[src/rtl/icl_pkg.sv]
// Package: shared operation codes for the instruction cache tag lookup.
// Assumes the request opcode is a 2-bit field driven by the fetch unit.
package icl_pkg;

    typedef enum logic [1:0] {
        OP_FETCH = 2'b00,
        OP_TOUCH = 2'b01,
        OP_INVAL = 2'b10,
        OP_RSVD  = 2'b11
    } icl_op_e;

endpackage

[src/rtl/icl_tag_store.sv]
// Tag and valid storage for all sets and ways.
// Provides a combinational read of one set, one way allocation write
// and a masked invalidate of one set per cycle. Assumes allocation and
// invalidate are never requested in the same cycle.
module icl_tag_store #(
    parameter int WAYS  = 4,
    parameter int SETS  = 16,
    parameter int TAG_W = 23,
    parameter int IDX_W = 4,
    parameter int WAY_W = 2
) (
    input  logic                        clk,
    input  logic                        rst_n,
    input  logic [IDX_W-1:0]            rd_set,
    output logic [WAYS-1:0][TAG_W-1:0]  rd_tags,
    output logic [WAYS-1:0]             rd_valid,
    input  logic                        alloc_en,
    input  logic [IDX_W-1:0]            alloc_set,
    input  logic [WAY_W-1:0]            alloc_way,
    input  logic [TAG_W-1:0]            alloc_tag,
    input  logic                        inv_en,
    input  logic [IDX_W-1:0]            inv_set,
    input  logic [WAYS-1:0]             inv_mask
);

    logic [WAYS-1:0][TAG_W-1:0] tag_q [SETS];
    logic [WAYS-1:0]            vld_q [SETS];

    genvar gs;
    generate
        for (gs = 0; gs < SETS; gs++) begin : g_set
            logic set_alloc;
            logic set_inv;
            logic [WAYS-1:0] way_sel;

            // Decode whether this set is the target of this cycle's write.
            assign set_alloc = alloc_en && (alloc_set == IDX_W'(gs));
            assign set_inv   = inv_en   && (inv_set   == IDX_W'(gs));

            // One-hot select of the way being allocated.
            always_comb begin
                way_sel = '0;
                way_sel[alloc_way] = 1'b1;
            end

            // Valid bits: cleared by reset, set on allocation, masked on invalidate.
            always_ff @(posedge clk) begin
                if (!rst_n) begin
                    vld_q[gs] <= '0;
                end else if (set_alloc) begin
                    vld_q[gs] <= vld_q[gs] | way_sel;
                end else if (set_inv) begin
                    vld_q[gs] <= vld_q[gs] & ~inv_mask;
                end
            end

            // Tag bits: written on allocation only, no reset needed.
            always_ff @(posedge clk) begin
                if (set_alloc) begin
                    tag_q[gs][alloc_way] <= alloc_tag;
                end
            end
        end
    endgenerate

    // Present the addressed set to the comparators.
    always_comb begin
        rd_tags  = tag_q[rd_set];
        rd_valid = vld_q[rd_set];
    end

endmodule

[src/rtl/icl_way_match.sv]
// Parallel tag comparator for one set.
// Produces the per-way match vector, the number of matching ways,
// the lowest matching way, and any/multi flags. Purely combinational.
module icl_way_match #(
    parameter int WAYS  = 4,
    parameter int TAG_W = 23,
    parameter int WAY_W = 2,
    parameter int CNT_W = 3
) (
    input  logic [WAYS-1:0][TAG_W-1:0] tags,
    input  logic [WAYS-1:0]            valid,
    input  logic [TAG_W-1:0]           look_tag,
    output logic [WAYS-1:0]            match_vec,
    output logic [CNT_W-1:0]           match_cnt,
    output logic [WAY_W-1:0]           low_way,
    output logic                       any_match,
    output logic                       multi_match
);

    genvar gw;
    generate
        for (gw = 0; gw < WAYS; gw++) begin : g_cmp
            // Compare one way; an invalid way never matches.
            assign match_vec[gw] = valid[gw] && (tags[gw] == look_tag);
        end
    endgenerate

    // Count matching ways to separate single from multiple hits.
    always_comb begin
        match_cnt = '0;
        for (int w = 0; w < WAYS; w++) begin
            match_cnt = match_cnt + CNT_W'(match_vec[w]);
        end
    end

    // Priority encode: the lowest-numbered matching way wins.
    always_comb begin
        low_way = '0;
        for (int w = WAYS - 1; w >= 0; w--) begin
            if (match_vec[w]) begin
                low_way = WAY_W'(w);
            end
        end
    end

    assign any_match   = |match_vec;
    assign multi_match = (match_cnt > CNT_W'(1));

endmodule

[src/rtl/icl_victim_rr.sv]
// Per-set round-robin victim pointer.
// Reports the next way to allocate for the addressed set and advances
// that set's pointer only when an allocation happens there.
module icl_victim_rr #(
    parameter int WAYS  = 4,
    parameter int SETS  = 16,
    parameter int IDX_W = 4,
    parameter int WAY_W = 2
) (
    input  logic             clk,
    input  logic             rst_n,
    input  logic [IDX_W-1:0] rd_set,
    output logic [WAY_W-1:0] victim,
    input  logic             adv_en,
    input  logic [IDX_W-1:0] adv_set
);

    localparam logic [WAY_W-1:0] LAST_WAY = WAY_W'(WAYS - 1);

    logic [WAY_W-1:0] ptr_q [SETS];

    genvar gs;
    generate
        for (gs = 0; gs < SETS; gs++) begin : g_ptr
            // Step this set's pointer after an allocation, wrapping at the last way.
            always_ff @(posedge clk) begin
                if (!rst_n) begin
                    ptr_q[gs] <= '0;
                end else if (adv_en && (adv_set == IDX_W'(gs))) begin
                    ptr_q[gs] <= (ptr_q[gs] == LAST_WAY) ? '0 : ptr_q[gs] + 1'b1;
                end
            end
        end
    endgenerate

    assign victim = ptr_q[rd_set];

endmodule

[src/rtl/icl_tag_lookup.sv]
// Instruction cache tag lookup with multi-hit detection (top level).
// Accepts one fetch, touch or invalidate per cycle and answers on the
// next edge. force_miss makes touches allocate even on a real hit, so
// duplicates can be planted. Fetches matching several ways raise a
// multi-hit error. Assumes WAYS >= 2 and inputs are never unknown.
module icl_tag_lookup #(
    parameter int ADDR_W = 32,
    parameter int OFF_W  = 5,
    parameter int WAYS   = 4,
    parameter int SETS   = 16
) (
    input  logic                      clk,
    input  logic                      rst_n,
    input  logic                      req_valid,
    input  logic [1:0]                req_op,
    input  logic [ADDR_W-1:0]         req_addr,
    input  logic                      force_miss,
    output logic                      rsp_valid,
    output logic                      rsp_hit,
    output logic                      rsp_miss,
    output logic [$clog2(WAYS)-1:0]   rsp_way,
    output logic                      rsp_multi_err
);

    import icl_pkg::*;

    localparam int IDX_W = $clog2(SETS);
    localparam int WAY_W = $clog2(WAYS);
    localparam int TAG_W = ADDR_W - OFF_W - IDX_W;
    localparam int CNT_W = $clog2(WAYS + 1);

    icl_op_e                     op;
    logic [IDX_W-1:0]            set_idx;
    logic [TAG_W-1:0]            look_tag;
    logic [WAYS-1:0][TAG_W-1:0]  set_tags;
    logic [WAYS-1:0]             set_valid;
    logic [WAYS-1:0]             match_vec;
    logic [CNT_W-1:0]            match_cnt;
    logic [WAY_W-1:0]            low_way;
    logic [WAY_W-1:0]            victim;
    logic                        any_match;
    logic                        multi_match;
    logic                        is_fetch;
    logic                        is_touch;
    logic                        is_inval;
    logic                        forced;
    logic                        do_alloc;
    logic                        hit_now;
    logic                        multi_now;
    logic [WAY_W-1:0]            way_now;
    logic                        unused_bits;

    // Split the request into opcode, set index and tag fields.
    assign op       = icl_op_e'(req_op);
    assign set_idx  = req_addr[OFF_W +: IDX_W];
    assign look_tag = req_addr[ADDR_W-1 -: TAG_W];
    assign unused_bits = ^{req_addr[OFF_W-1:0], match_cnt};

    assign is_fetch = req_valid && (op == OP_FETCH);
    assign is_touch = req_valid && (op == OP_TOUCH);
    assign is_inval = req_valid && (op == OP_INVAL);

    icl_tag_store #(
        .WAYS  (WAYS),
        .SETS  (SETS),
        .TAG_W (TAG_W),
        .IDX_W (IDX_W),
        .WAY_W (WAY_W)
    ) u_store (
        .clk       (clk),
        .rst_n     (rst_n),
        .rd_set    (set_idx),
        .rd_tags   (set_tags),
        .rd_valid  (set_valid),
        .alloc_en  (do_alloc),
        .alloc_set (set_idx),
        .alloc_way (victim),
        .alloc_tag (look_tag),
        .inv_en    (is_inval),
        .inv_set   (set_idx),
        .inv_mask  (match_vec)
    );

    icl_way_match #(
        .WAYS  (WAYS),
        .TAG_W (TAG_W),
        .WAY_W (WAY_W),
        .CNT_W (CNT_W)
    ) u_match (
        .tags        (set_tags),
        .valid       (set_valid),
        .look_tag    (look_tag),
        .match_vec   (match_vec),
        .match_cnt   (match_cnt),
        .low_way     (low_way),
        .any_match   (any_match),
        .multi_match (multi_match)
    );

    icl_victim_rr #(
        .WAYS  (WAYS),
        .SETS  (SETS),
        .IDX_W (IDX_W),
        .WAY_W (WAY_W)
    ) u_victim (
        .clk     (clk),
        .rst_n   (rst_n),
        .rd_set  (set_idx),
        .victim  (victim),
        .adv_en  (do_alloc),
        .adv_set (set_idx)
    );

    // Classify the lookup: allocate, hit, multi-hit, or nothing.
    always_comb begin
        forced    = is_touch && force_miss;
        do_alloc  = (is_fetch && !any_match) || (is_touch && (forced || !any_match));
        multi_now = is_fetch && multi_match;
        hit_now   = any_match && ((is_fetch && !multi_match) || (is_touch && !forced));
        if (do_alloc) begin
            way_now = victim;
        end else if (hit_now) begin
            way_now = low_way;
        end else begin
            way_now = '0;
        end
    end

    // Register the response so it appears one edge after the request.
    always_ff @(posedge clk) begin
        if (!rst_n) begin
            rsp_valid     <= 1'b0;
            rsp_hit       <= 1'b0;
            rsp_miss      <= 1'b0;
            rsp_way       <= '0;
            rsp_multi_err <= 1'b0;
        end else begin
            rsp_valid     <= req_valid;
            rsp_hit       <= hit_now;
            rsp_miss      <= do_alloc;
            rsp_way       <= way_now;
            rsp_multi_err <= multi_now;
        end
    end

endmodule

[config.mk]
export PLATFORM = sky130hd
export DESIGN_NAME = icl_tag_lookup
export DESIGN_NICKNAME = d
export VERILOG_FILES = /design/src/rtl/icl_pkg.sv /design/src/rtl/icl_tag_store.sv /design/src/rtl/icl_way_match.sv /design/src/rtl/icl_victim_rr.sv /design/src/rtl/icl_tag_lookup.sv
export SDC_FILE = /design/constraint.sdc
export NUM_CORES = 1
export LEC_CHECK = 0
export BUFFER_PORTS_ARGS = -buffer_cell sky130_fd_sc_hd__buf_2
export CAP_MARGIN = 10
export CORE_AREA = 5 5 385 387
export DETAILED_ROUTE_END_ITERATION = 16
export DIE_AREA = 0 0 390 392
export PLACE_DENSITY = 0.61
export RECOVER_POWER = 100
export SLEW_MARGIN = 10
export SYNTH_ARGS = -nofsm -noshare
export SYNTH_HDL_FRONTEND = slang
export SYNTH_SLANG_ARGS = --single-unit
[constraint.sdc]
create_clock -name clk -period 18.95 [get_ports clk]
set_input_delay 4.7375 -clock clk [delete_from_list [all_inputs] [get_ports clk]]
set_output_delay 4.7375 -clock clk [all_outputs]
set_load 0.1 [all_outputs]
Yosys cells after proc, flatten, opt, wreduce, memory -nomap -nowiden
Memories as Yosys holds them, arrays and structs flattened.
Cells that the tools add are included.
{"block": "word_totals", "ff_bits": 6, "ram_bits": 1568, "out_inout_bits": 6, "mem_count": 3}
{"block": "classes", "addsub": 19, "n_lt_le_gt_ge": 3, "n_eq_ne": 37, "n_mux": 248, "bitwise_logic": 81, "reduce_logical": 71}
{"memory": "u_store.tag_q", "words": 16, "width": 92, "read_ports": 1, "rd_ports_with_merged_regs": 0, "wr": 1, "line_no": "icl_tag_store.sv:26", "text": "logic [WAYS-1:0][TAG_W-1:0] tag_q [SETS];"}
{"memory": "u_store.vld_q", "words": 16, "width": 4, "read_ports": 17, "rd_ports_with_merged_regs": 0, "wr": 16, "line_no": "icl_tag_store.sv:27", "text": "logic [WAYS-1:0] vld_q [SETS];"}
{"memory": "u_victim.ptr_q", "words": 16, "width": 2, "read_ports": 17, "rd_ports_with_merged_regs": 0, "wr": 16, "line_no": "icl_victim_rr.sv:20", "text": "logic [WAY_W-1:0] ptr_q [SETS];"}
{"operator": "two-way mux 92 bit", "n": 46}
{"operator": "OR reduction 92 bit", "n": 15}
{"operator": "two-way mux 4 bit", "n": 47}
{"operator": "two-way mux 1 bit", "n": 114}
{"operator": "equality test 23 bit", "n": 4}
{"operator": "two-way mux 2 bit", "n": 38}
{"operator": "bitwise AND 4 bit", "n": 16}
{"operator": "bitwise OR 4 bit", "n": 16}
{"operator": "bitwise OR 1 bit", "n": 48}
{"operator": "logical AND 1 bit", "n": 47}
{"operator": "demux 23 bit (select 2 bit)", "n": 1}
{"operator": "equality test 2 bit (second input constant)", "n": 17}
{"operator": "adder 2 x 1 -> 2 bit (second input constant)", "n": 16}
{"operator": "equality test 4 bit (second input constant)", "n": 8}
{"operator": "two-way mux 23 bit", "n": 1}
{"operator": "equality test 4 x 3 -> 1 bit (second input constant)", "n": 4}
{"operator": "equality test 4 x 2 -> 1 bit (second input constant)", "n": 2}
{"operator": "adder 3 x 1 -> 3 bit", "n": 2}
{"operator": "equality test 4 x 1 -> 1 bit (second input constant)", "n": 1}
{"operator": "zero test 4 bit", "n": 1}
{"operator": "inverter 4 bit", "n": 1}
{"operator": "OR reduction 4 bit", "n": 1}
{"operator": "> comparator 3 x 1 -> 1 bit (second input constant)", "n": 1}
{"operator": "zero test 1 bit", "n": 3}
{"operator": "7 further kinds", "n": 9}

Logic depth before layout (Yosys ltp)
An unclocked memory read counts as a cell.
{"block": "logic_depth", "word_depth": 27, "mapped_depth": 23, "ltp_nobuf": 11}

By module
From an unflattened synthesis, not the netlist that was laid out.
{"block": "hier_totals", "hier_cells": 3108, "area_unflattened_um2": 63110.5}
{"module": "icl_tag_store", "instances": 1, "cells_each": 2790, "area_per_inst_um2": 59854.9}
{"module": "icl_victim_rr", "instances": 1, "cells_each": 154, "area_per_inst_um2": 1890.6}
{"module": "icl_way_match", "instances": 1, "cells_each": 142, "area_per_inst_um2": 1142.3}
{"module": "icl_tag_lookup", "instances": 1, "cells_each": 22, "area_per_inst_um2": 222.7}

Worst setup path after synthesis
No wires, ideal clock.
{"block": "synth_path", "kind": "input to register", "from": "in req_addr[5]", "to": "mem u_store.tag_q[1][0] (netlist name), enable pin", "setup_ns": 0.403, "arrival_ns": 9.664, "path_slack_ns": 8.883, "cell_stages": 21, "path_cell_list": "buf_6 buf_8 buf_12 buf_12 buf_8 buf_12 buf_4 buf_2 mux4_2 mux4_2 xnor2_1 nand4_1 nor2_1 nand4_1 buf_2 ha_1 inv_1 o31ai_4 nand3_1 buf_2 nor2_1"}
{"block": "synth_between", "elab_chain_len": 27, "elab_cells_between_ends": 131}
{"element": "start: declaration", "line_no": "icl_tag_lookup.sv:16", "text": "input logic [ADDR_W-1:0] req_addr,"}
{"element": "memory read (16 x 92 bit)"}
{"element": "equality test 23 bit", "line_no": "icl_way_match.sv:24", "text": "assign match_vec[gw] = valid[gw] && (tags[gw] == look_tag);"}
{"element": "logical AND 1 bit", "line_no": "icl_way_match.sv:24"}
{"element": "OR reduction 4 bit", "line_no": "icl_way_match.sv:46", "text": "assign any_match = |match_vec;"}
{"element": "zero test 1 bit", "line_no": "icl_tag_lookup.sv:117", "text": "do_alloc = (is_fetch && !any_match) || (is_touch && (forced || !any_match));"}
{"element": "logical OR 1 bit", "line_no": "icl_tag_lookup.sv:117"}
{"element": "logical AND 1 bit", "line_no": "icl_tag_lookup.sv:117"}
{"element": "logical OR 1 bit", "line_no": "icl_tag_lookup.sv:117"}
{"element": "logical AND 1 bit", "line_no": "icl_tag_store.sv:37", "text": "assign set_alloc = alloc_en && (alloc_set == IDX_W'(gs));"}
{"element": "two-way mux 1 bit", "line_no": "icl_tag_store.sv:59", "text": "if (set_alloc) begin"}
{"element": "two-way mux 92 bit (not written as such)", "line_no": "icl_tag_store.sv:60", "text": "tag_q[gs][alloc_way] <= alloc_tag;"}
{"element": "OR reduction 92 bit (no line)"}
{"element": "two-way mux 4 bit (no line) / two-way mux 92 bit (equally long branches) (15 in a row)"}
{"element": "end: declaration", "line_no": "icl_tag_store.sv:26"}
Parallel ways exist; a longest one is shown, timed or not.

==> impl_metrics.csv <==
group,metric,value,unit
placement,io_buffers,38,
route,ant_nets,0,
global_route,grt_pass1_vias,33500,
route,routed_wl,161000,um
logic_synthesis,syn-num-nets,3341,
global_route,grt_overflow,0,
clocking,cts_htree_levels,4,
setup_path,setup.worst_path.class,"in -> reg",
logic_synthesis,ys_types,67,
power_and_ir_drop,p_leak,22.5,nW
clocking,postCtsSetupBuffers,0,
global_route,grt_use_met2,34.1,%
clocking,clock_latency,0.79,ns
sta,fin_tns_setup,0,ns
setup_path,critPathMaxFanout,65,
global_route,grt_pass1_wl,234000,um
flow_run,max-cap-violations,56,
outcome,violations,"max-capacitance violations, max-slew violations",
floorplan,die-width,390,um
placement,gp_congestion,0.887,
cells_and_area,multiInputGateArea,0.0162,mm^2
cells_and_area,drive_gt1_share,21.0,%
sta,finalSetupViolCount,0,
logic_synthesis,synth_seq_area_share,73.2,%
sta,maxSlewHeadroom,-146,%
global_route,grt_max_degree,101,
cells_and_area,final_nets,3456,
cells_and_area,nFillCells,11700,
worst_hold_path,hp-start,"u_store.vld_q[0][0]",
setup_path,critPathLaunch,"req_addr[18]",
sta,hold_violations,0,
setup_path,startpoint_type,"input pin",
sta,fin_ws,4.08,ns
cells_and_area,area_growth,11.3,%
outcome,status,"complete, but fails checks",
sta,finalClockSkew,0.0314,ns
route,drt-initial-drc-count,3759,
clocking,cts_hold_buf,0,
clocking,numCtsBuffers,160,
floorplan,fp.dieH,392,um
placement,pre_cts_ws,6.88,ns
global_route,grtUsageMet3,3.35,%
route,drt_first_pass_iters,6,
setup_path,arrival,15.30,ns
clocking,cts_tree,"yes",
clocking,cts.path.max_buffers,3,
floorplan,coreArea,0.145,mm^2
global_route,gr-usage-all-layers,21.0,%
logic_synthesis,netlist_area,0.0645,mm^2
route,vias_per_cell,6.04,
logic_synthesis,syn_inst,3284,
logic_synthesis,yosysWarnings,0,
setup_path,end_kind,"flop",
route,avgRoutedWirePerCell,29.6,um
logic_synthesis,async_flop_share,0,%
route,drcViolationCount,0,
cells_and_area,seq_area,0.0472,mm^2
floorplan,io_pins,44,
floorplan,row_count,140,
power_and_ir_drop,peakVddDrop,0.0926,mV
sta,worst_slew_pin_slew,3.68,ns
floorplan,dieArea,0.153,mm^2
clocking,clk_pin_slew,0.06,ns
sta,drv_slew,1989,
power_and_ir_drop,powerDensity,102,mW/mm^2
global_route,top_usage_layer,"met2",
setup_path,required,19.38,ns
sta,finalCritPeriodShare,78.5,%
logic_synthesis,postSynthAreaPerCell,19.6,um^2
clocking,cts_resized,0,
route,vias,32800,
sta,max_freq,67.2,MHz
logic_synthesis,synth-seq-cells,1574,
logic_synthesis,synth_edf_count,1568,
sta,rsz0062_at_grt,"false",
global_route,use_met1,29.5,%
sta,post-route-min-period,14.87,ns
logic_synthesis,ys.flop_type,"edfxtp_1",
worst_hold_path,worstHoldPathType,"reg -> reg",
floorplan,start_util,44.6,%
setup_path,worstReg2RegStart,"u_store.vld_q[6][3]",
clocking,clock-sinks,1574,
placement,hpwl,90000,um
global_route,antenna_found_initial,6,
clocking,ctsRootBufferMaster,"clkbuf_16",
==> cell usage in the layout, fill, tap and decap left out, drive strengths merged, types with 7 or more instances in the layout <==
master and n:
mux2i 160, o211ai 10, mux4 383, o32ai 7, and2 14, edfxtp 1568
o2bb2ai 14, a221oi 17, mux2 27, clkbuf 294, inv 60, a21oi 43
nand2b 7, nor2 118, xnor2 83, a22oi 40, a211oi 9, nand3 66
nor2b 10, bufinv 10, xor2 17, nor3 33, buf 58, a211o 10
nor4 39, nand2 135, and3 16, o21ai 60, a22o 11, o22ai 44
nand4 18, ha 19, clkinv 64
==> per-stage QoR <==
step / power [mW] / hold slack [ns] / util, % / cells / instance area (um^2)
2_1_floorplan: 4.19 / 0.523 / - / 3284 / 64500
3_3_place_gp: 4.35 / 0.556 / 46.5 / 5154 / 67200
3_5_place_dp: 4.36 / 0.565 / 46.5 / 5154 / 67200
4_1_cts: 7.35 / 0.580 / 49.9 / 5440 / 72100
5_1_grt: 7.53 / 0.607 / 49.7 / 5440 / 71800
6_report: 7.29 / 0.581 / 49.7 / 5441 / 71800
==> sequential cells by signal (all words and copies together) (netlist names) <==
| register | flops |
|---|---|
| rsp_hit | 1 |
| rsp_miss | 1 |
| rsp_multi_err | 1 |
| rsp_valid | 1 |
| rsp_way | 2 |
| u_store.tag_q | 1472 |
| u_store.vld_q | 64 |
| u_victim.ptr_q | 32 |
==> final cells by class <==
class	count	share of cell area (%)
antenna	1	0.00349
inverter	51	0.275
multi-input combinational	1460	22.6
timing repair buffer	152	1.12
tap	1917	3.34
clock buffer	200	5.88
sequential	1574	65.8
clock inverter	86	1.03
==> path summary, 6_finish.rpt <==
check | end | slack [ns] | cells after the start
hold reg to reg | u_store.vld_q[0][0] | 0.58 | 1
setup reg to reg | u_victim.ptr_q[0][1] | 10.91 | 10
setup / recovery | u_victim.ptr_q[0][1] | 4.08 | 12
hold / removal | u_store.vld_q[0][0] | 0.58 | 1
==> cell usage after synthesis (all sizes together), types with 6 or more instances <==
cell     count  area (um^2)
a221oi      17          149
nand3       66          330
mux4       383         8630
a22oi       40          300
a221o        6         60.1
and2        14         87.6
a211o       10         87.6
edfxtp    1568        47100
and3        16          100
nand4       18          113
nor2b       10         62.6
nand2b       7         43.8
o2111ai      6         52.6
mux2i      160         1600
mux2        27          304
a22o        11         96.3
a211oi       9         67.6
ha          19          238
xor2        17          149
nor4        39          280
inv         51          191
nor2       118          443
o211ai      10         75.1
o32ai        7         61.3
o22ai       44          275
a21oi       43          226
dfxtp        6          120
o2bb2ai     14          123
o31ai        6         58.8
clkbuf      80          300
xnor2       83          727
buf        119          801
nor3        33          175
nand2      135          509
o21ai       60          300
==> per-layer routing <==
metal | vias to the layer above | routed length (um)
met5 | - | 12
met4 | 2 | 4850
met3 | 275 | 10900
met2 | 1342 | 78100
met1 | 17400 | 66900
li1 | 13800 | -
==> where the power goes <==
part	switching, mW	internal, mW	total, mW	leakage, nW
Combinational	0.270	0.146	0.416	5.81
Sequential	0.00923	3.86	3.86	14.3
Clock	1.30	1.72	3.01	2.41
==> logic make-up after synthesis <==
kind of cell             share of synthesized area, %
multiplexers                                     16.3
AND/OR/NAND/NOR                                  3.48
buffers and inverters                            2.00
AO/OA/AOI/OAI                                    3.25
XOR/XNOR                                         1.36
adder cells (fa/ha/maj)                         0.369
flip-flops                                       73.2
==> worst max-delay path, cell delays in order <==
cell and delay [ns]:
clkbuf_1 0.45, clkbuf_1 2.53, inv_1 0.85, o221ai_1 0.67, o211ai_1 0.21, nand4_1 0.20
nor4_4 0.07, clkbuf_1 0.53, o31ai_1 0.90, clkbuf_1 2.18, nand2_1 1.18, o21ai_0 0.62
No activity file was read; power rests on OpenSTA's default activity.
